$ cat src/rtl/exl_pkg.sv
package exl_pkg;

  localparam int unsigned PC_W   = 32;
  localparam int unsigned CODE_W = 5;

  // number of exception sources, index order is the priority order
  localparam int unsigned N_SRC       = 3;
  localparam int unsigned SRC_INTR    = 0;
  localparam int unsigned SRC_FAULT   = 1;
  localparam int unsigned SRC_SYSCALL = 2;

  localparam logic [PC_W-1:0]   VEC_GENERAL  = 32'h8000_0180;
  localparam logic [PC_W-1:0]   VEC_REFILL   = 32'h8000_0000;
  localparam logic [CODE_W-1:0] CODE_INTR    = 5'd0;
  localparam logic [CODE_W-1:0] CODE_SYSCALL = 5'd8;

  // handler entry point: the refill entry applies only outside the handler
  function automatic logic [PC_W-1:0] pick_vector(input logic refill_miss,
                                                  input logic level);
    if (refill_miss && !level) return VEC_REFILL;
    return VEC_GENERAL;
  endfunction

  // lowest set index of a request vector, plus a found flag
  function automatic logic [N_SRC:0] first_set(input logic [N_SRC-1:0] req);
    logic [N_SRC:0] res;
    res = '0;
    for (int i = N_SRC - 1; i >= 0; i--) begin
      if (req[i]) begin
        res = '0;
        res[i] = 1'b1;
        res[N_SRC] = 1'b1;
      end
    end
    return res;
  endfunction

endpackage

$ cat src/rtl/exc_src_arb.sv
module exc_src_arb
  import exl_pkg::*;
#(
  parameter int unsigned NS  = N_SRC,
  parameter int unsigned PW  = PC_W,
  parameter int unsigned CW  = CODE_W
) (
  input  logic                  clk,
  input  logic                  rst_n,
  input  logic [NS-1:0]         src_req,
  input  logic [NS-1:0][PW-1:0] src_pc,
  input  logic [NS-1:0][CW-1:0] src_code,
  input  logic [NS-1:0]         src_refill,
  output logic                  take,
  output logic [NS-1:0]         grant,
  output logic [PW-1:0]         win_pc,
  output logic [CW-1:0]         win_code,
  output logic                  win_refill
);

  logic [NS-1:0] grant_c;

  // lowest index wins
  always_comb begin
    grant_c = '0;
    for (int i = NS - 1; i >= 0; i--) begin
      if (src_req[i]) begin
        grant_c = '0;
        grant_c[i] = 1'b1;
      end
    end
  end

  assign grant = grant_c;
  assign take  = |src_req;

  // one-hot mux of the winning payload
  always_comb begin
    win_pc     = '0;
    win_code   = '0;
    win_refill = 1'b0;
    for (int i = 0; i < NS; i++) begin
      if (grant_c[i]) begin
        win_pc     = win_pc | src_pc[i];
        win_code   = win_code | src_code[i];
        win_refill = win_refill | src_refill[i];
      end
    end
  end

  AST_ONE_WINNER: assert property (@(posedge clk) disable iff (!rst_n)
    $onehot0(grant) && ((grant != '0) == take));
  AST_TOP_SOURCE_WINS: assert property (@(posedge clk) disable iff (!rst_n)
    src_req[0] |-> grant[0]);
  AST_LAST_SOURCE_YIELDS: assert property (@(posedge clk) disable iff (!rst_n)
    (src_req[NS-1] && (src_req[NS-2:0] != '0)) |-> !grant[NS-1]);

endmodule

$ cat src/rtl/exc_redirect.sv
module exc_redirect
  import exl_pkg::*;
#(
  parameter int unsigned PW = PC_W
) (
  input  logic          clk,
  input  logic          rst_n,
  input  logic          take,
  input  logic          win_refill,
  input  logic          eret,
  input  logic          level,
  input  logic [PW-1:0] saved_pc,
  output logic          redir_valid,
  output logic [PW-1:0] redir_pc,
  output logic          ev_collide,
  output logic          ev_return
);

  logic [PW-1:0] vec_pc;

  assign vec_pc      = pick_vector(win_refill, level);
  assign ev_collide  = take && eret;
  assign ev_return   = eret && !take;
  assign redir_valid = take || eret;
  // the exception outranks the return
  assign redir_pc    = take ? vec_pc : saved_pc;

  AST_COLLIDE_TO_VECTOR: assert property (@(posedge clk) disable iff (!rst_n)
    ev_collide |-> (redir_valid &&
                    (redir_pc == VEC_GENERAL || redir_pc == VEC_REFILL)));
  AST_RETURN_TO_SAVED: assert property (@(posedge clk) disable iff (!rst_n)
    ev_return |-> (redir_valid && redir_pc == saved_pc));
  AST_REFILL_ONLY_OUTSIDE: assert property (@(posedge clk) disable iff (!rst_n)
    (redir_valid && redir_pc == VEC_REFILL && take) |-> !level);

endmodule

$ cat src/rtl/exc_state_regs.sv
module exc_state_regs
  import exl_pkg::*;
#(
  parameter int unsigned PW = PC_W,
  parameter int unsigned CW = CODE_W
) (
  input  logic          clk,
  input  logic          rst_n,
  input  logic          take,
  input  logic          eret,
  input  logic [PW-1:0] win_pc,
  input  logic [CW-1:0] win_code,
  output logic          level,
  output logic [PW-1:0] saved_pc,
  output logic [CW-1:0] saved_code
);

  logic          level_q;
  logic [PW-1:0] pc_q;
  logic [CW-1:0] code_q;

  always_ff @(posedge clk) begin
    if (!rst_n) begin
      level_q <= 1'b1;
      pc_q    <= '0;
      code_q  <= '0;
    end else if (take) begin
      level_q <= 1'b1;
      pc_q    <= win_pc;
      code_q  <= win_code;
    end else if (eret) begin
      level_q <= 1'b0;
    end
  end

  assign level      = level_q;
  assign saved_pc   = pc_q;
  assign saved_code = code_q;

  AST_TAKE_SETS_LEVEL: assert property (@(posedge clk) disable iff (!rst_n)
    take |=> level);
  AST_RETURN_CLEARS_LEVEL: assert property (@(posedge clk) disable iff (!rst_n)
    (eret && !take) |=> !level);
  AST_COLLIDE_KEEPS_LEVEL: assert property (@(posedge clk) disable iff (!rst_n)
    (eret && take) |=> level);
  AST_RETURN_KEEPS_FIELDS: assert property (@(posedge clk) disable iff (!rst_n)
    (eret && !take) |=> ($stable(saved_pc) && $stable(saved_code)));
  AST_IDLE_HOLDS: assert property (@(posedge clk) disable iff (!rst_n)
    (!eret && !take) |=> ($stable(level) && $stable(saved_pc) &&
                          $stable(saved_code)));

endmodule

$ cat src/rtl/exc_level_ctrl.sv
module exc_level_ctrl
  import exl_pkg::*;
#(
  parameter int unsigned PW = PC_W,
  parameter int unsigned CW = CODE_W
) (
  input  logic          clk,
  input  logic          rst_n,
  input  logic [PW-1:0] cur_pc,
  input  logic          irq_req,
  input  logic          flt_req,
  input  logic [PW-1:0] flt_pc,
  input  logic [CW-1:0] flt_code,
  input  logic          flt_refill,
  input  logic          sys_req,
  input  logic          eret_req,
  output logic          exl,
  output logic [PW-1:0] epc,
  output logic [CW-1:0] cause,
  output logic          redir_valid,
  output logic [PW-1:0] redir_pc
);

  localparam int unsigned NS = N_SRC;

  logic [NS-1:0]         src_req;
  logic [NS-1:0][PW-1:0] src_pc;
  logic [NS-1:0][CW-1:0] src_code;
  logic [NS-1:0]         src_refill;

  // named internal events for the checks
  logic          ev_take;
  logic [NS-1:0] ev_grant;
  logic          ev_collide;
  logic          ev_return;
  logic [PW-1:0] win_pc;
  logic [CW-1:0] win_code;
  logic          win_refill;
  logic          level;
  logic [PW-1:0] saved_pc;
  logic [CW-1:0] saved_code;

  assign src_req[SRC_INTR]       = irq_req;
  assign src_pc[SRC_INTR]        = cur_pc;
  assign src_code[SRC_INTR]      = CW'(CODE_INTR);
  assign src_refill[SRC_INTR]    = 1'b0;

  assign src_req[SRC_FAULT]      = flt_req;
  assign src_pc[SRC_FAULT]       = flt_pc;
  assign src_code[SRC_FAULT]     = flt_code;
  assign src_refill[SRC_FAULT]   = flt_refill;

  assign src_req[SRC_SYSCALL]    = sys_req;
  assign src_pc[SRC_SYSCALL]     = cur_pc;
  assign src_code[SRC_SYSCALL]   = CW'(CODE_SYSCALL);
  assign src_refill[SRC_SYSCALL] = 1'b0;

  exc_src_arb #(.NS(NS), .PW(PW), .CW(CW)) u_arb (
    .clk        (clk),
    .rst_n      (rst_n),
    .src_req    (src_req),
    .src_pc     (src_pc),
    .src_code   (src_code),
    .src_refill (src_refill),
    .take       (ev_take),
    .grant      (ev_grant),
    .win_pc     (win_pc),
    .win_code   (win_code),
    .win_refill (win_refill)
  );

  exc_redirect #(.PW(PW)) u_redir (
    .clk         (clk),
    .rst_n       (rst_n),
    .take        (ev_take),
    .win_refill  (win_refill),
    .eret        (eret_req),
    .level       (level),
    .saved_pc    (saved_pc),
    .redir_valid (redir_valid),
    .redir_pc    (redir_pc),
    .ev_collide  (ev_collide),
    .ev_return   (ev_return)
  );

  exc_state_regs #(.PW(PW), .CW(CW)) u_state (
    .clk        (clk),
    .rst_n      (rst_n),
    .take       (ev_take),
    .eret       (eret_req),
    .win_pc     (win_pc),
    .win_code   (win_code),
    .level      (level),
    .saved_pc   (saved_pc),
    .saved_code (saved_code)
  );

  assign exl   = level;
  assign epc   = saved_pc;
  assign cause = saved_code;

  AST_INTR_STORES_CUR_PC: assert property (@(posedge clk) disable iff (!rst_n)
    irq_req |=> (epc == $past(cur_pc) && cause == CW'(CODE_INTR)));
  AST_FAULT_STORES_PC: assert property (@(posedge clk) disable iff (!rst_n)
    (flt_req && !irq_req) |=> (epc == $past(flt_pc) && cause == $past(flt_code)));
  AST_SYSCALL_ALONE: assert property (@(posedge clk) disable iff (!rst_n)
    (sys_req && !irq_req && !flt_req) |=> (cause == CW'(CODE_SYSCALL)));
  AST_IDLE_NO_REDIRECT: assert property (@(posedge clk) disable iff (!rst_n)
    (!irq_req && !flt_req && !sys_req && !eret_req) |-> !redir_valid);
  AST_EVENTS_EXCLUSIVE: assert property (@(posedge clk) disable iff (!rst_n)
    !(ev_collide && ev_return) && (ev_grant != '0 || !ev_take));

endmodule

$ cat config.mk
export PLATFORM = sky130hd
export DESIGN_NAME = exc_level_ctrl
export DESIGN_NICKNAME = d
export VERILOG_FILES = /design/src/rtl/exl_pkg.sv /design/src/rtl/exc_src_arb.sv /design/src/rtl/exc_redirect.sv /design/src/rtl/exc_state_regs.sv /design/src/rtl/exc_level_ctrl.sv
export SDC_FILE = /design/constraint.sdc
export NUM_CORES = 1
export LEC_CHECK = 0
export ABC_AREA = 1
export BUFFER_PORTS_ARGS = -buffer_cell sky130_fd_sc_hd__buf_2
export CAP_MARGIN = 20
export CORE_ASPECT_RATIO = 1.4
export CORE_MARGIN = 1.5
export CORE_UTILIZATION = 45
export CTS_BUF_LIST = sky130_fd_sc_hd__clkbuf_8
export DETAILED_ROUTE_END_ITERATION = 6
export HOLD_SLACK_MARGIN = 0.05
export PLACE_DENSITY = 0.79
export SYNTH_ARGS = -nofsm -noshare
export SYNTH_HDL_FRONTEND = slang
export SYNTH_HIERARCHICAL = 1
export SYNTH_SLANG_ARGS = --single-unit
$ cat constraint.sdc
create_clock -name clk -period 1.5 [get_ports clk]
set_clock_uncertainty 0.05 [all_clocks]
set_input_delay 0.15 -clock clk [delete_from_list [all_inputs] [get_ports clk]]
set_output_delay 0.15 -clock clk [all_outputs]
set_load 0.02 [all_outputs]
# Yosys cells after proc, flatten, opt, wreduce, memory -nomap -nowiden
# Cells that the tools add are included.
# totals
register_bits	38
in_bits	76
out_inout_bits	71
wordCells	24
# classes
n_mux	13
n_bitwise	3
reduce_logical	5
# ops
operator	n
32-bit 2-to-1 mux	6
32-bit OR	2
3-bit 2-to-1 mux	3
5-bit 2-to-1 mux	1
4-bit 2-to-1 mux	1
4-bit OR reduction	1
3-bit OR reduction	1
1-bit 2-to-1 mux	2
1-bit logical AND	1
1-bit zero test	1
1-bit logical OR	1
1-bit inverter	1

# Logic depth before layout (Yosys ltp)
# logic_depth
ltp_word	8
depth_mapped	10
ltp_nobuf	7

# Hierarchy
# The synthesis kept the hierarchy.
# modules_own_cells
module	n_inst	cells_per_inst	area_each_um2
exc_state_regs	1	238	1552.7
exc_src_arb	1	182	969.7
exc_redirect	1	76	322.8
exc_level_ctrl	1	2	7.5

# Least setup slack after synthesis
# No wires, ideal clock.
# synth_path
kind	input port to output port
startpoint	input flt_req
endpoint	output redir_pc[0]
arrival_ns	1.234
required_ns	1.300
setup_slack_ns	0.066
stages	7
n_path_buf	4
path_cell_list	buf_2 > nor2_8 > buf_2 > nand2_1 > buf_6 > buf_6 > nor2_1
# synth_between
elab_cells_between_ends	8
# synth_rtl
element	line	rtl
start: declaration	exc_level_ctrl.sv:11	input logic flt_req,
3-bit OR reduction	exc_src_arb.sv:35	assign take = |src_req;
net ev_take	exc_level_ctrl.sv:32	logic ev_take;
32-bit 2-to-1 mux	exc_redirect.sv:26	assign redir_pc = take ? vec_pc : saved_pc;
end: declaration	exc_level_ctrl.sv:21	output logic [PW-1:0] redir_pc
# The timed path passes the listed nets, and every way through them passes these cells.

# Final worst setup path
# layout_path
startpoint	input irq_req
endpoint	output redir_pc[5]
# layout_between
elab_cells_between_ends	7
# layout_rtl
element	line	rtl
start: declaration	exc_level_ctrl.sv:10	input logic irq_req,
3-bit OR reduction	exc_src_arb.sv:35	
net ev_take	exc_level_ctrl.sv:32	
32-bit 2-to-1 mux	exc_redirect.sv:26	
# The timed path passes the listed nets, and every way through them passes these cells.

==> metrics.csv <==
stage,metric,value,unit
clock_tree,numCtsBuffers,5,
worst_setup_path,path_common_cell,buf_2,
routing,first_iter_violations,145,
timing,drv_slew,0,
timing,setup_violations,0,
timing,fmax,740,MHz
clock_tree,clockBufferDepth,2,
layout,design_area,3660,µm²
worst_setup_path,crit_chain,buf_2 -> nor2_8 -> nand2_4 -> buf_4 -> nor2_1 -> buf_2,
layout,drive_gt1_frac,0.292,
layout,layout.nets,711,
placed_design,place_worst_setup_slack,0.133,ns
synthesis,syn_area,2820,µm²
clock_tree,ctsHoldBuffers,0,
layout,diodes,0,
worst_setup_path,critPathKind,in -> out,
placed_design,portBuffers,146,
worst_setup_path,required,1.30,ns
synthesis,yosys_warnings,6,
power,peakVddDrop,0.353,mV
clock_tree,clock_latency,0.28,ns
worst_setup_path,worst_ep_arrival_time,1.15,ns
timing,hold_viol,0,
worst_setup_path,slowest_delay,0.24,ns
layout,multi_input_area,1550,µm²
timing,worst_slack,0.148,ns
routing,routed_via_density,4.67,
synthesis,syn_inst,491,
placed_design,place_area,3570,µm²
timing,layout_min_cycle_time,1.35,ns
layout,fillCellCount,602,
floorplan,initial_utilization,0.474,
floorplan,die-area,6750,µm²
floorplan,io_pins,147,
routing,dr.pass1.iters,4,
global_routing,grt_first_pass_wirelength,13000,µm
power,p_per_area,734,nW/µm²
clock_tree,clk_pin_slew,0.08,ns
floorplan,core-area,5950,µm²
routing,drt-wirelength-per-cell,11.0,µm
floorplan,die_w,69.9,µm
placed_design,dp_hpwl,5840,µm
global_routing,antenna_found_initial,0,
routing,vias,3300,
synthesis,syn_area_per_cell,5.74,µm²
routing,postRouteAntennaNets,0,
job,drv_cap,0,
global_routing,first_global_vias,2926,
clock_tree,postCtsSetupRepairBufs,0,
global_routing,gr-usage-all-layers,0.231,
timing,period_share,0.901,
worst_setup_path,crit_slowest_cell,buf_4,
layout,seqCellArea,761,µm²
clock_tree,cts_tree,built,
timing,rsz0062_at_grt,no,
worst_setup_path,critPathLaunch,irq_req,
clock_tree,root_buffer,clkbuf_8,
floorplan,rows,33,
power,power_leakage,0.00223,µW
clock_tree,cts.sinks,38,
layout,syn_to_final_growth,29.8,%
worst_hold_path,hp-class,in -> reg,
worst_setup_path,reg2regPathDepth,2,
worst_hold_path,whs_path_depth,4,
clock_tree,ctsResizeCount,0,
run_status,status,finished clean,
worst_setup_path,critPathCaptureType,output port,
timing,finalSetupTns,0,ns
floorplan,die_h,96.6,µm
worst_setup_path,crit_path_start_kind,input pin,
clock_tree,h-tree-depth,2,
routing,drc,0,
worst_hold_path,hp-start,eret_req,
global_routing,grt_start_max_net_pins,39,
worst_setup_path,r2r_start,u_state/saved_pc[1],
placed_design,place_congestion,0.837,
routing,routed_wl,7790,µm
worst_setup_path,critPathMaxFanout,24,
global_routing,grt_remaining_overflow,0,
-- layer usage --
layer / wire length [µm] / vias up / GRT usage
met5: 0 / - / 0
li1: - / 1757 / -
met3: 378 / 17 / 0.0406
met1: 3190 / 1428 / 0.265
met2: 4020 / 98 / 0.420
met4: 197 / 0 / 0.0873
-- where the power goes --
part | internal, µW | switching, µW | total [µW]
Sequential | 1090 | 57.2 | 1140
Clock | 365 | 368 | 732
Combinational | 309 | 498 | 807
Total | 1760 | 923 | 2680
-- cells in the final DEF (no fill, tap or decap) --
cell / count
nand2_4: 1
buf_2: 146
conb_1: 12
clkbuf_8: 6
clkinv_2: 1
nand3_2: 10
dfxtp_1: 38
nand2_1: 120
or2_1: 1
nor2_8: 1
nor2_2: 1
nand3_1: 104
inv_1: 72
buf_12: 2
nor2_1: 102
inv_2: 1
nand3b_1: 1
buf_4: 17
-- flip-flops by register name (all words and copies together) (netlist names) --
signal and count:
u_state/saved_pc 32, u_state/saved_code 5, u_state/level 1
-- critical path: cells and delay by family --
family,cells,cell delay (ns)
AND/OR/NAND/NOR,3,0.44
buffers and inverters,3,0.56
-- final cells by class --
| type | instances | share of cell area |
|---|---|---|
| Timing Repair Buffer | 165 | 0.246 |
| Multi-Input combinational cell | 353 | 0.424 |
| Clock inverter | 2 | 0.00239 |
| Clock buffer | 6 | 0.0226 |
| Inverter | 72 | 0.0739 |
| Tap cell | 70 | 0.0239 |
| Sequential cell | 38 | 0.208 |
-- final timing paths --
| check | to | slack (ns) |
|---|---|---|
| worst max-delay path | redir_pc[5] | 0.15 |
| worst min-delay path | u_state/level | 0.11 |
| worst max register to register | u_state/saved_pc[1] | 0.85 |
| worst min register to register | u_state/saved_code[2] | 0.42 |
-- metrics by stage --
step | hold WS (ns) | cells | utilization | power [µW]
2_1_floorplan | 0.258 | 501 | - | 1710
3_3_place_gp | 0.379 | 698 | 0.600 | 1960
3_5_place_dp | 0.401 | 698 | 0.600 | 1980
4_1_cts | 0.100 | 706 | 0.615 | 2710
5_1_grt | 0.143 | 706 | 0.615 | 2870
6_report | 0.109 | 706 | 0.615 | 2680
Note: power is estimated with default switching activity, not from simulation.
